### config.mk
export PLATFORM = sky130hd
export DESIGN_NAME = idx_step_unit
export DESIGN_NICKNAME = d
export VERILOG_FILES = /design/src/rtl/idx_step_pkg.sv /design/src/rtl/idx_step_decode.sv /design/src/rtl/idx_step_addend.sv /design/src/rtl/idx_step_adder.sv /design/src/rtl/idx_step_skip.sv /design/src/rtl/idx_step_unit.sv
export SDC_FILE = /design/constraint.sdc
export NUM_CORES = 1
export LEC_CHECK = 0
export BUFFER_PORTS_ARGS = -buffer_cell sky130_fd_sc_hd__buf_2
export CAP_MARGIN = 20
export CORE_AREA = 2 2 49 84
export DETAILED_ROUTE_END_ITERATION = 6
export DIE_AREA = 0 0 51 86
export PLACE_DENSITY = 0.7
export SLEW_MARGIN = 0
export SYNTH_ARGS = -nofsm -noshare
export SYNTH_HDL_FRONTEND = slang
export SYNTH_SLANG_ARGS = --single-unit
### constraint.sdc
create_clock -name clk -period 5.35 [get_ports clk]
set_input_delay 0.2675 -clock clk [delete_from_list [all_inputs] [get_ports clk]]
set_output_delay 0.2675 -clock clk [all_outputs]
set_load 0.1 [all_outputs]
### src/rtl/idx_step_pkg.sv
package idx_step_pkg;

  // Kind of step selected by the opcode byte.
  typedef enum logic [1:0] {
    STEP_NONE = 2'd0,
    STEP_INC  = 2'd1,
    STEP_DEC  = 2'd2
  } step_op_e;

  // Skip rule: increment looks for negative-to-positive,
  // decrement looks for positive-to-negative on the field sign.
  function automatic logic crossed_sign(step_op_e op, logic old_sgn, logic new_sgn);
    logic r;
    unique case (op)
      STEP_INC: r = old_sgn & ~new_sgn;
      STEP_DEC: r = ~old_sgn & new_sgn;
      default:  r = 1'b0;
    endcase
    return r;
  endfunction

endpackage

### src/rtl/idx_step_decode.sv
module idx_step_decode
  import idx_step_pkg::*;
#(
  parameter int            XW       = 16,
  parameter int            MW       = 8,
  parameter logic [XW-MW-1:0] INC_CODE = 8'h24,
  parameter logic [XW-MW-1:0] DEC_CODE = 8'h25
) (
  input  logic          valid,
  input  logic [XW-1:0] word,
  output step_op_e      op,
  output logic [MW-1:0] mag
);
  localparam int OPW = XW - MW;

  logic [OPW-1:0] opc;

  assign opc = word[XW-1:MW];
  assign mag = word[MW-1:0];

  always_comb begin
    op = STEP_NONE;
    if (valid) begin
      if (opc == INC_CODE)      op = STEP_INC;
      else if (opc == DEC_CODE) op = STEP_DEC;
    end
  end
endmodule

### src/rtl/idx_step_addend.sv
module idx_step_addend
  import idx_step_pkg::*;
#(
  parameter int XW = 16,
  parameter int MW = 8
) (
  input  step_op_e      op,
  input  logic [MW-1:0] mag,
  output logic [XW-1:0] addend
);
  // Zero-extend the step, then negate it for the decrement form.
  function automatic logic [XW-1:0] extend_step(logic [MW-1:0] m, logic neg);
    logic [XW-1:0] z;
    z = {{(XW-MW){1'b0}}, m};
    return neg ? (~z + {{(XW-1){1'b0}}, 1'b1}) : z;
  endfunction

  assign addend = extend_step(mag, op == STEP_DEC);
endmodule

### src/rtl/idx_step_adder.sv
module idx_step_adder #(
  parameter int XW = 16
) (
  input  logic [XW-1:0] a,
  input  logic [XW-1:0] b,
  output logic [XW-1:0] sum
);
  // Full-width add; the carry out of the top bit is dropped.
  function automatic logic [XW-1:0] wrap_add(logic [XW-1:0] p, logic [XW-1:0] q);
    logic [XW:0] t;
    t = {1'b0, p} + {1'b0, q};
    return t[XW-1:0];
  endfunction

  assign sum = wrap_add(a, b);
endmodule

### src/rtl/idx_step_skip.sv
module idx_step_skip
  import idx_step_pkg::*;
(
  input  step_op_e op,
  input  logic     old_sgn,
  input  logic     new_sgn,
  output logic     skip_req
);
  assign skip_req = crossed_sign(op, old_sgn, new_sgn);
endmodule

### src/rtl/idx_step_unit.sv
module idx_step_unit
  import idx_step_pkg::*;
#(
  parameter int               XW       = 16,
  parameter int               MW       = 8,
  parameter logic [XW-MW-1:0] INC_CODE = 8'h24,
  parameter logic [XW-MW-1:0] DEC_CODE = 8'h25
) (
  input  logic          clk,
  input  logic          rst_n,
  input  logic          instr_valid,
  input  logic [XW-1:0] instr,
  input  logic [XW-1:0] x_in,
  output logic          res_valid,
  output logic [XW-1:0] x_next,
  output logic          skip
);
  localparam int SGN = XW - 2;  // sign bit of the tested field
  localparam int TOP = XW - 1;  // post-index indirect flag

  step_op_e      op;
  logic [MW-1:0] mag;
  logic [XW-1:0] addend;
  logic [XW-1:0] sum;
  logic          skip_now;
  logic          accept;
  logic          top_flip;

  idx_step_decode #(
    .XW(XW), .MW(MW), .INC_CODE(INC_CODE), .DEC_CODE(DEC_CODE)
  ) u_dec (
    .valid(instr_valid), .word(instr), .op(op), .mag(mag)
  );

  idx_step_addend #(.XW(XW), .MW(MW)) u_ext (
    .op(op), .mag(mag), .addend(addend)
  );

  idx_step_adder #(.XW(XW)) u_add (
    .a(x_in), .b(addend), .sum(sum)
  );

  idx_step_skip u_skp (
    .op(op), .old_sgn(x_in[SGN]), .new_sgn(sum[SGN]), .skip_req(skip_now)
  );

  // Named internal events for the checker.
  assign accept   = (op != STEP_NONE);
  assign top_flip = sum[TOP] ^ x_in[TOP];

  always_ff @(posedge clk) begin
    if (!rst_n) begin
      res_valid <= 1'b0;
      skip      <= 1'b0;
      x_next    <= '0;
    end else begin
      res_valid <= accept;
      skip      <= accept & skip_now;
      if (accept) x_next <= sum;
    end
  end
endmodule

## After elaboration in Yosys (flattened, before gate mapping)

Index checks and enable logic that the tools add are counted.

| cells by class | value |
|---|---|
| add/sub/neg operators | 2 |
| equal/unequal tests | 4 |
| muxes and demuxes | 5 |
| bitwise operators | 6 |
| reductions and logical operators | 1 |

Operators by type and width:

| operator | number |
|---|---|
| adder 16 x 1 -> 16 bit, second input constant | 1 |
| adder 16 bit | 1 |
| equality test 8 x 6 -> 1 bit, second input constant | 2 |
| 2-to-1 mux 16 bit | 1 |
| NOT 8 -> 16 bit | 1 |
| 2-to-1 mux 2 bit | 3 |
| AND 1 bit | 3 |
| equality test 2 x 1 -> 1 bit, second input constant | 1 |
| equality test 2 bit, second input constant | 1 |
| NOT 1 bit | 2 |
| one-hot mux 1 bit (2 select lines) | 1 |
| nonzero test 2 bit | 1 |

| storage, ports and cells | value |
|---|---|
| register bits after elaboration | 18 |
| output and inout port bits | 18 |
| logic and storage cells | 21 |

## Longest topological paths before layout

Gate-level depths: netlist of the first run.

| depth | value |
|---|---|
| depth in word-level cells | 11 |
| depth in mapped cells | 14 |
| depth with buffers taken out | 12 |

## Modules after synthesis

A second synthesis of the first run with hierarchy kept.

| second synthesis, totals | value |
|---|---|
| cell total of the unflattened synthesis | 233 |
| area total of the unflattened synthesis | 1876.8 um2 |

By module, submodules not included:

| module | times used | cells an instance | area an instance (um2) |
|---|---|---|---|
| idx_step_unit | 1 | 79 | 748.2 |
| idx_step_adder | 1 | 98 | 724.4 |
| idx_step_addend | 1 | 36 | 256.5 |
| idx_step_decode | 1 | 13 | 95.1 |
| idx_step_skip | 1 | 7 | 52.6 |

## Worst setup path before layout of the first run

No wires, ideal clock.

| timing | value |
|---|---|
| path kind | input -> register |
| start point | in instr[9] |
| end point | reg skip |
| setup time | 66 ps |
| arrival | 3027 ps |
| data required time | 5284 ps |
| slack | 2257 ps |
| stages | 14 |
| buffers on the path | 2 |
| path through | nor4b_1 > and2_1 > buf_4 > nand2_1 > buf_2 > a21oi_1 > xnor2_1 > ha_1 > a21oi_2 > o211ai_2 > a311o_1 > a21o_1 > a211o_1 > a21boi_2 |

| between the ends | value |
|---|---|
| longest elaborated chain between the ends | 11 |

RTL lines:

| item | line | RTL |
|---|---|---|
| start: declaration | idx_step_unit.sv:12 | `input logic [XW-1:0] instr,` |
| equality test 8 x 6 -> 1 bit | idx_step_decode.sv:25 | `else if (opc == DEC_CODE) op = STEP_DEC;` |
| 2-to-1 mux 2 bit | idx_step_decode.sv:25 |  |
| 2-to-1 mux 2 bit * | idx_step_decode.sv:24 | `if (opc == INC_CODE) op = STEP_INC;` |
| 2-to-1 mux 2 bit * | idx_step_decode.sv:23 | `if (valid) begin` |
| equality test 2 bit | idx_step_pkg.sv:14, idx_step_addend.sv:18 |  |
| 2-to-1 mux 16 bit | idx_step_addend.sv:15 | `return neg ? (~z + {{(XW-1){1'b0}}, 1'b1}) : z;` |
| adder 16 bit | idx_step_adder.sv:11 | `t = {1'b0, p} + {1'b0, q};` |
| NOT 1 bit | idx_step_pkg.sv:15 | `STEP_INC: r = old_sgn & ~new_sgn;` |
| AND 1 bit | idx_step_pkg.sv:15 |  |
| one-hot mux 1 bit (2 select lines) | idx_step_pkg.sv:14 | `unique case (op)` |
| AND 1 bit * | idx_step_unit.sv:58 | `skip <= accept & skip_now;` |
| end signal: assignment | idx_step_unit.sv:58 |  |
| end: declaration | idx_step_unit.sv:16 | `output logic skip` |

Every way passes the cells marked *; elsewhere a longest branch is shown, timed or not.
A chain may end at the register's enable or synchronous reset.

## Worst setup path in the final report of the first run

Same ends and word-level chain as after synthesis.

==> results by group, run 1 <==
Outcome
  – Status: completed

STA
  – Post-route setup TNS: 0 ns
  – RSZ-0062 raised after global routing: no
  – Tcrit/Tclk final: 69.4%
  – Endpoints failing hold: 0
  – Worst Tran Pin Value: 0.598 ns
  – Final Max Tran Viols: 0
  – Clock Skew: 0 ns
  – Slew margin rel.: 60.1%
  – Final Critical Period: 3.71 ns
  – Final Setup Violations: 0
  – F_max: 269 MHz

Job
  – Max Cap Viol: 0

Placed design
  – Gp weighted congestion: 0.866
  – Placed cell areas: 1880 um2
  – IO Port Bufs: 52
  – Post-DP HPWL: 3.06 mm

Pwr
  – Leak: 0.959 nW
  – VDD IR max: 0.122 mV
  – PwrDens: 172 nW/um2

Synthesis
  – Area leader, netlist: dfxtp_1
  – Synth Cell Area: 1600 um2
  – Register area share after synthesis: 22.5%
  – Post-synth ARST share: 0%
  – Primary FF master, synth: dfxtp_1
  – Synth warn: 0
  – Syn nets: 250
  – Avg Inst Size Synth: 8.16 um2
  – Seq cells post-synth: 18
  – Post-synth EDFFs: 0
  – Top cells by area, synth: dfxtp_1 (23%), ha_1 (14%), a21oi_1 (5.0%)
  – Post-synth top area share: 22.5%
  – Netlist cell types: 50
  – Mapped Cells: 196

Critical path
  – Endpoint arrival time on the critical path: 3.90 ns
  – Worst path buffer plus inverter count: 1
  – Worst-path fanout max: 16
  – Cell Chain, Critical Path: buf_2 > nor4b_1 > and2_1 > nand2_1 > mux2_2 > fa_1 > a21oi_2 > o211ai_2 > a311o_1 > a21o_1 > a211o_1 > a21boi_2
  – Critical Path Start Type: primary input
  – CP delay by family, top: compound AO/OA/AOI/OAI gates
  – Slowest cell on the critical path: and2_1
  – Crit path largest cell delay: 0.54 ns
  – CP startpoint: instr[9]
  – Required @ worst endpoint: 5.54 ns
  – Critical path type: primary input to register
  – Worst Setup End Kind: register
  – Origin of the critical flop-to-flop path: x_next[10]$_SDFFE_PN0P_

Floorplanning
  – Initial Utilization: 43.6%
  – Core area: 3660 um2
  – Core Rows: 29
  – Die Area: 4390 um2
  – I/O pin cnt: 53
  – Die Y: 86 um
  – Die width: 51 um

GRT
  – First-pass GRT wire length: 6.03 mm
  – GRT Total Usage: 17.5%
  – Vias in the first global route: 1420
  – Grt total ovfl: 0
  – Largest net degree at the start of global routing: 24
  – Initial antenna violation count: 0

Route
  – DR WL/cell: 12.3 um
  – Iter 0 DRT Violations: 17
  – Vias per cell: 5.28
  – Detailed Route WL: 3.59 mm
  – First-pass iteration count of the detailed router: 4
  – Final ANT Viol Nets: 0
  – DRC Markers: 0
  – Vias: 1536

Final layout
  – Synth-to-Final Area Change: 21.3%
  – Diode count: 0
  – Final instance area: 1940 um2
  – Layout cells sized above 1: 27.3%
  – Layout fillers: 399
  – Post-layout nets: 300

Clock network
  – Clock slew at reported path FFs: 0.06 ns
  – CTS Hold Bufs: 0
  – CTS HTree Levels: 1
  – Root Buffer: clkbuf_8
  – Post CTS Setup Buffer Count: 0
  – Clock latency on the worst-skew pair: 0.25 ns
  – CTS tree: done
  – Clk buf depth: 2
  – Clk sink count: 18
  – Number of buffers created by CTS: 3
  – Post-CTS Resized: 0

Hold path
  – Worst hold start: instr[8]
  – Worst hold path type: primary input to register
==> cell type report <==
class / count / area (um2) / share of cell area (%)
repair buffers: 52 / 260 / 13.4
well taps: 46 / 57.6 / 2.97
flip-flops and latches: 18 / 360 / 18.6
multi-input cells: 165 / 1180 / 61.0
clock buffers: 4 / 55.1 / 2.84
inverters: 6 / 22.5 / 1.16
==> logic make-up after synthesis <==
| group | Yosys count | share of synthesized area [%] |
|---|---|---|
| compound gates | 61 | 26.5 |
| xor+xnor | 15 | 8.22 |
| fa+ha+maj | 19 | 15.3 |
| buf+inv | 13 | 3.44 |
| flops | 18 | 22.5 |
| mux | 3 | 2.03 |
| simple gates | 67 | 21.9 |
==> power breakdown <==
group          internal [mW]  total, mW  switching (mW)
Combinational         0.0411     0.0901          0.0490
Clock                 0.0653      0.108          0.0429
Sequential             0.134      0.134        0.000159
Total                  0.241      0.333          0.0921
==> synthesized netlist by cell type, drive strengths merged (2+ instances only) <==
cell type	instances
nor3	4
mux2	2
a21o	7
clkbuf	4
nor2	7
a221oi	2
nor4b	2
ha	18
nand4	4
and3	4
a31oi	4
a21oi	19
inv	6
nand2	20
buf	3
o31ai	2
dfxtp	18
nor2b	2
o21ai	10
xor2	7
xnor2	8
and2	8
a21boi	4
o211ai	3
nand3	9
==> layer usage <==
layer / GRT usage [%] / wire length, um / up-vias
met5: 0 / 0 / -
met4: 10.3 / 121 / 0
met3: 0.174 / 107 / 8
met2: 30.6 / 1850 / 32
met1: 20.9 / 1520 / 673
li1: - / - / 823
==> worst paths after layout <==
| kind | to | cells past startpoint | slack [ns] |
|---|---|---|---|
| worst min-delay path | skip$_SDFF_PN0_ | 3 | 0.33 |
| worst min register to register | x_next[1]$_SDFFE_PN0P_ | 2 | 0.46 |
| worst max-delay path | skip$_SDFF_PN0_ | 12 | 1.64 |
| worst max register to register | x_next[10]$_SDFFE_PN0P_ | 3 | 4.54 |
==> worst min-delay path: stages <==
cell      delay [ns]
buf_2           0.13
nand4_1         0.09
a21boi_2        0.05
==> registers in the layout, indices dropped and copies added, names as in the netlist <==
signal     count
x_next        16
res_valid      1
skip           1
==> cell usage in the layout, fill, tap and decap left out, types with 2 or more instances in the layout <==
cell / Yosys / routed
a21boi_0: 3 / 3
a21o_1: 7 / 7
a21oi_1: 16 / 16
a21oi_2: 3 / 3
a31oi_1: 4 / 4
and2_1: 8 / 8
and3_1: 3 / 3
buf_2: 2 / 52
clkbuf_8: 0 / 4
dfxtp_1: 18 / 18
ha_1: 18 / 18
inv_1: 6 / 6
mux2_2: 2 / 2
nand2_1: 20 / 20
nand3_1: 9 / 9
nand4_1: 4 / 4
nor2_1: 7 / 7
nor2b_1: 2 / 2
nor3_1: 4 / 4
nor4b_1: 2 / 2
o211ai_1: 2 / 2
o21ai_0: 10 / 10
o31ai_1: 2 / 2
xnor2_1: 8 / 8
xor2_1: 7 / 7
==> through the flow <==
step	setup slack, ns	hold WS [ns]	instances	utilization [%]	total power, mW
final	1.64	0.328	291	52.9	0.333
after global routing	1.32	0.332	291	52.9	0.352
after CTS	1.62	0.322	291	52.9	0.335
after detailed placement	1.37	0.456	287	51.4	0.228
after global placement	1.44	0.452	287	51.4	0.227
after floorplan	2.26	0.426	196	-	0.200
(Power assumes the default switching activity.)
==> inputs of run 2 (changes only) <==
PLACE_DENSITY = 0.73   (was 0.7)
clock period = 3.1 ns   (was 5.35 ns; I/O delays follow)
==> run 2 against run 1 <==
  * Final area rose by 12%
  * Hold slack got worse by 0.12 ns
  * Highest routed layer unchanged
  * Register-to-register slack got worse by 2.3 ns
  * Sequential share of layout area fell by 2.0 points
  * Sequential power rose by 73%
  * Via count rose by 11%
  * Largest cell class unchanged
  * Critical endpoint unchanged
  * Flip-flop and latch count did not move
  * Critical path depth rose by 4
==> results by group, run 2 (synthesized netlist as in run 1, its figures left out) <==
STA
  – Clock Skew: 0 ns (unchanged)
  – F_max: 337 MHz
  – Final Setup Violations: 0 (unchanged)
  – Endpoints failing hold: 0 (unchanged)
  – Slew margin rel.: 58.5% (-1.5 points)
  – Worst Tran Pin Value: 0.621 ns (+0.0231 ns)
  – Setup ws final: 0.135 ns (-1.50 ns)
  – Final Critical Period: 2.97 ns
  – Final Max Tran Viols: 0 (unchanged)
  – Tcrit/Tclk final: 95.6%

Route
  – DR WL/cell: 12.9 um (+4.3%)
  – DRC Markers: 0 (unchanged)
  – Iter 0 DRT Violations: 28 (+11)
  – Vias: 1710 (+11%)
  – Vias per cell: 5.38 (+1.9%)
  – First-pass iteration count of the detailed router: 4 (unchanged)
  – Detailed Route WL: 4.09 mm (+14%)
  – Final ANT Viol Nets: 0 (unchanged)

Clock network
  – Number of buffers created by CTS: 3 (unchanged)
  – Post CTS Setup Buffer Count: 0 (unchanged)
  – Clock latency on the worst-skew pair: 0.25 ns (about the same)
  – Clk sink count: 18 (unchanged)
  – Clk buf depth: 2 (unchanged)
  – CTS Hold Bufs: 0 (unchanged)
  – CTS tree: done
  – Post-CTS Resized: 0 (unchanged)
  – Root Buffer: clkbuf_8
  – CTS HTree Levels: 1 (unchanged)
  – Clock slew at reported path FFs: 0.06 ns (about the same)

Critical path
  – Crit path largest cell delay: 0.40 ns (-0.14 ns)
  – Worst-path fanout max: 11 (-5)
  – Levels on crit path: 16 (+4)
  – Critical Path Start Type: primary input
  – Most common cell on crit path: buf_4
  – Slowest cell on the critical path: a311o_1
  – Critical path type: primary input to register
  – Endpoint arrival time on the critical path: 3.15 ns (-0.75 ns)
  – Worst path buffer plus inverter count: 4 (+3)
  – Worst R2R Path Depth: 3 (unchanged)
  – CP delay by family, top: compound AO/OA/AOI/OAI gates
  – Required @ worst endpoint: 3.29 ns (-2.25 ns)
  – Cell Chain, Critical Path: buf_2 > nor4b_2 > buf_4 > and2_1 > nand2_1 > buf_12 > buf_4 > nor2_1 > xor2_1 > ha_1 > a21oi_2 > o211ai_2 > a311o_1 > a21o_1 > a211o_1 > a21boi_2
  – Worst Setup End Kind: register

GRT
  – GRT Total Usage: 19.5% (+2.0 points)
  – Vias in the first global route: 1560 (+9.9%)
  – Largest net degree at the start of global routing: 24 (unchanged)
  – Initial antenna violation count: 0 (unchanged)
  – Grt total ovfl: 0 (unchanged)
  – First-pass GRT wire length: 6.70 mm (+11%)

Pwr
  – PwrDens: 268 nW/um2 (+56%)
  – Leak: 1.10 nW (+14%)
  – VDD IR max: 0.134 mV (+10%)
  – Total Power: 0.581 mW (+75%)

Placed design
  – Post-DP HPWL: 3.40 mm (+11%)
  – IO Port Bufs: 52 (unchanged)
  – DP Worst Slack: -0.136 ns (-1.51 ns)
  – Gp weighted congestion: 0.793 (-8.5%)

Final layout
  – Area occupied by registers: 360 um2 (unchanged)
  – Layout fillers: 369 (-7.5%)
  – Synth-to-Final Area Change: 35.8%
  – Core Util, Final: 59.3% (+6.4 points)
  – Biggest regs: x_next x16, res_valid x1, skip x1
  – Diode count: 0 (unchanged)
  – Layout cells sized above 1: 36.0% (+8.7 points)
  – Post-layout nets: 328 (+9.3%)
  – Multi-input logic area: 1210 um2 (+2.0%)
  – Most frequent cells in the layout: buf_2 (52), buf_4 (27), nand2_1 (20)
  – Largest register FFs: 16 (unchanged)
  – Register with the most flip-flops: x_next
  – Commonest non-fill, non-tap cell in the layout: buf_2

Floorplanning
  – Die Area: 4390 um2 (unchanged)
  – Die width: 51 um (unchanged)
  – Core area: 3660 um2 (unchanged)
  – I/O pin cnt: 53 (unchanged)
  – Initial Utilization: 43.6% (unchanged)
  – Core Rows: 29 (unchanged)
  – Die Y: 86 um (unchanged)

Outcome
  – Status: completed

Hold path
  – Worst hold path type: primary input to register
  – Hold Crit Depth: 3 (unchanged)

Job
  – Max Cap Viol: 0 (unchanged)
## run 2: layout make-up
class                           instances  share of cell area [%]
Clock buffer                            3                    1.90
Inverter                                6                    1.04
Tap cell                               46                    2.65
Multi-Input combinational cell        165                    55.6
Timing Repair Buffer                   80                    22.2
Sequential cell                        18                    16.6
## run 2: tightest hold or removal path, stage by stage
cell,delay [ns]
buf_2,0.12
nand4_1,0.08
a21boi_2,0.05
## run 2: routing by layer
metal	global-route usage, %	share of wire (%)	routed length (um)	up-vias
met4	10.3	2.3	96	0
met5	0	0	0	-
li1	-	-	-	880
met3	0.871	3.8	154	10
met2	35.5	54	2230	57
met1	22.1	39	1610	763
## run 2: power breakdown
| group | total (mW) | leakage, nW | internal (mW) | switching, mW |
|---|---|---|---|---|
| combinational | 0.191 | 0.931 | 0.0969 | 0.0942 |
| clock | 0.158 | 0.0216 | 0.0862 | 0.0717 |
| sequential | 0.232 | 0.145 | 0.232 | 0.000255 |
## run 2: path summary, 6_finish.rpt
| check | endpoint | startpoint | slack (ns) |
|---|---|---|---|
| hold reg to reg | x_next[1]$_SDFFE_PN0P_ | x_next[1]$_SDFFE_PN0P_ | 0.46 |
| hold / removal | skip$_SDFF_PN0_ | instr[8] | 0.21 |
| setup / recovery | skip$_SDFF_PN0_ | instr[9] | 0.13 |
| setup reg to reg | x_next[10]$_SDFFE_PN0P_ | x_next[10]$_SDFFE_PN0P_ | 2.28 |
## run 2: per-stage QoR
stage                     cells  area [um2]  TNS, ns  hold WS [ns]
final                       318        2170        0         0.213
after global routing        318        2170  -0.0820         0.207
after CTS                   318        2150        0         0.203
after detailed placement    315        2110   -0.541         0.459
after global placement      315        2110  -0.0952         0.451
after floorplan             196        1600        0         0.314
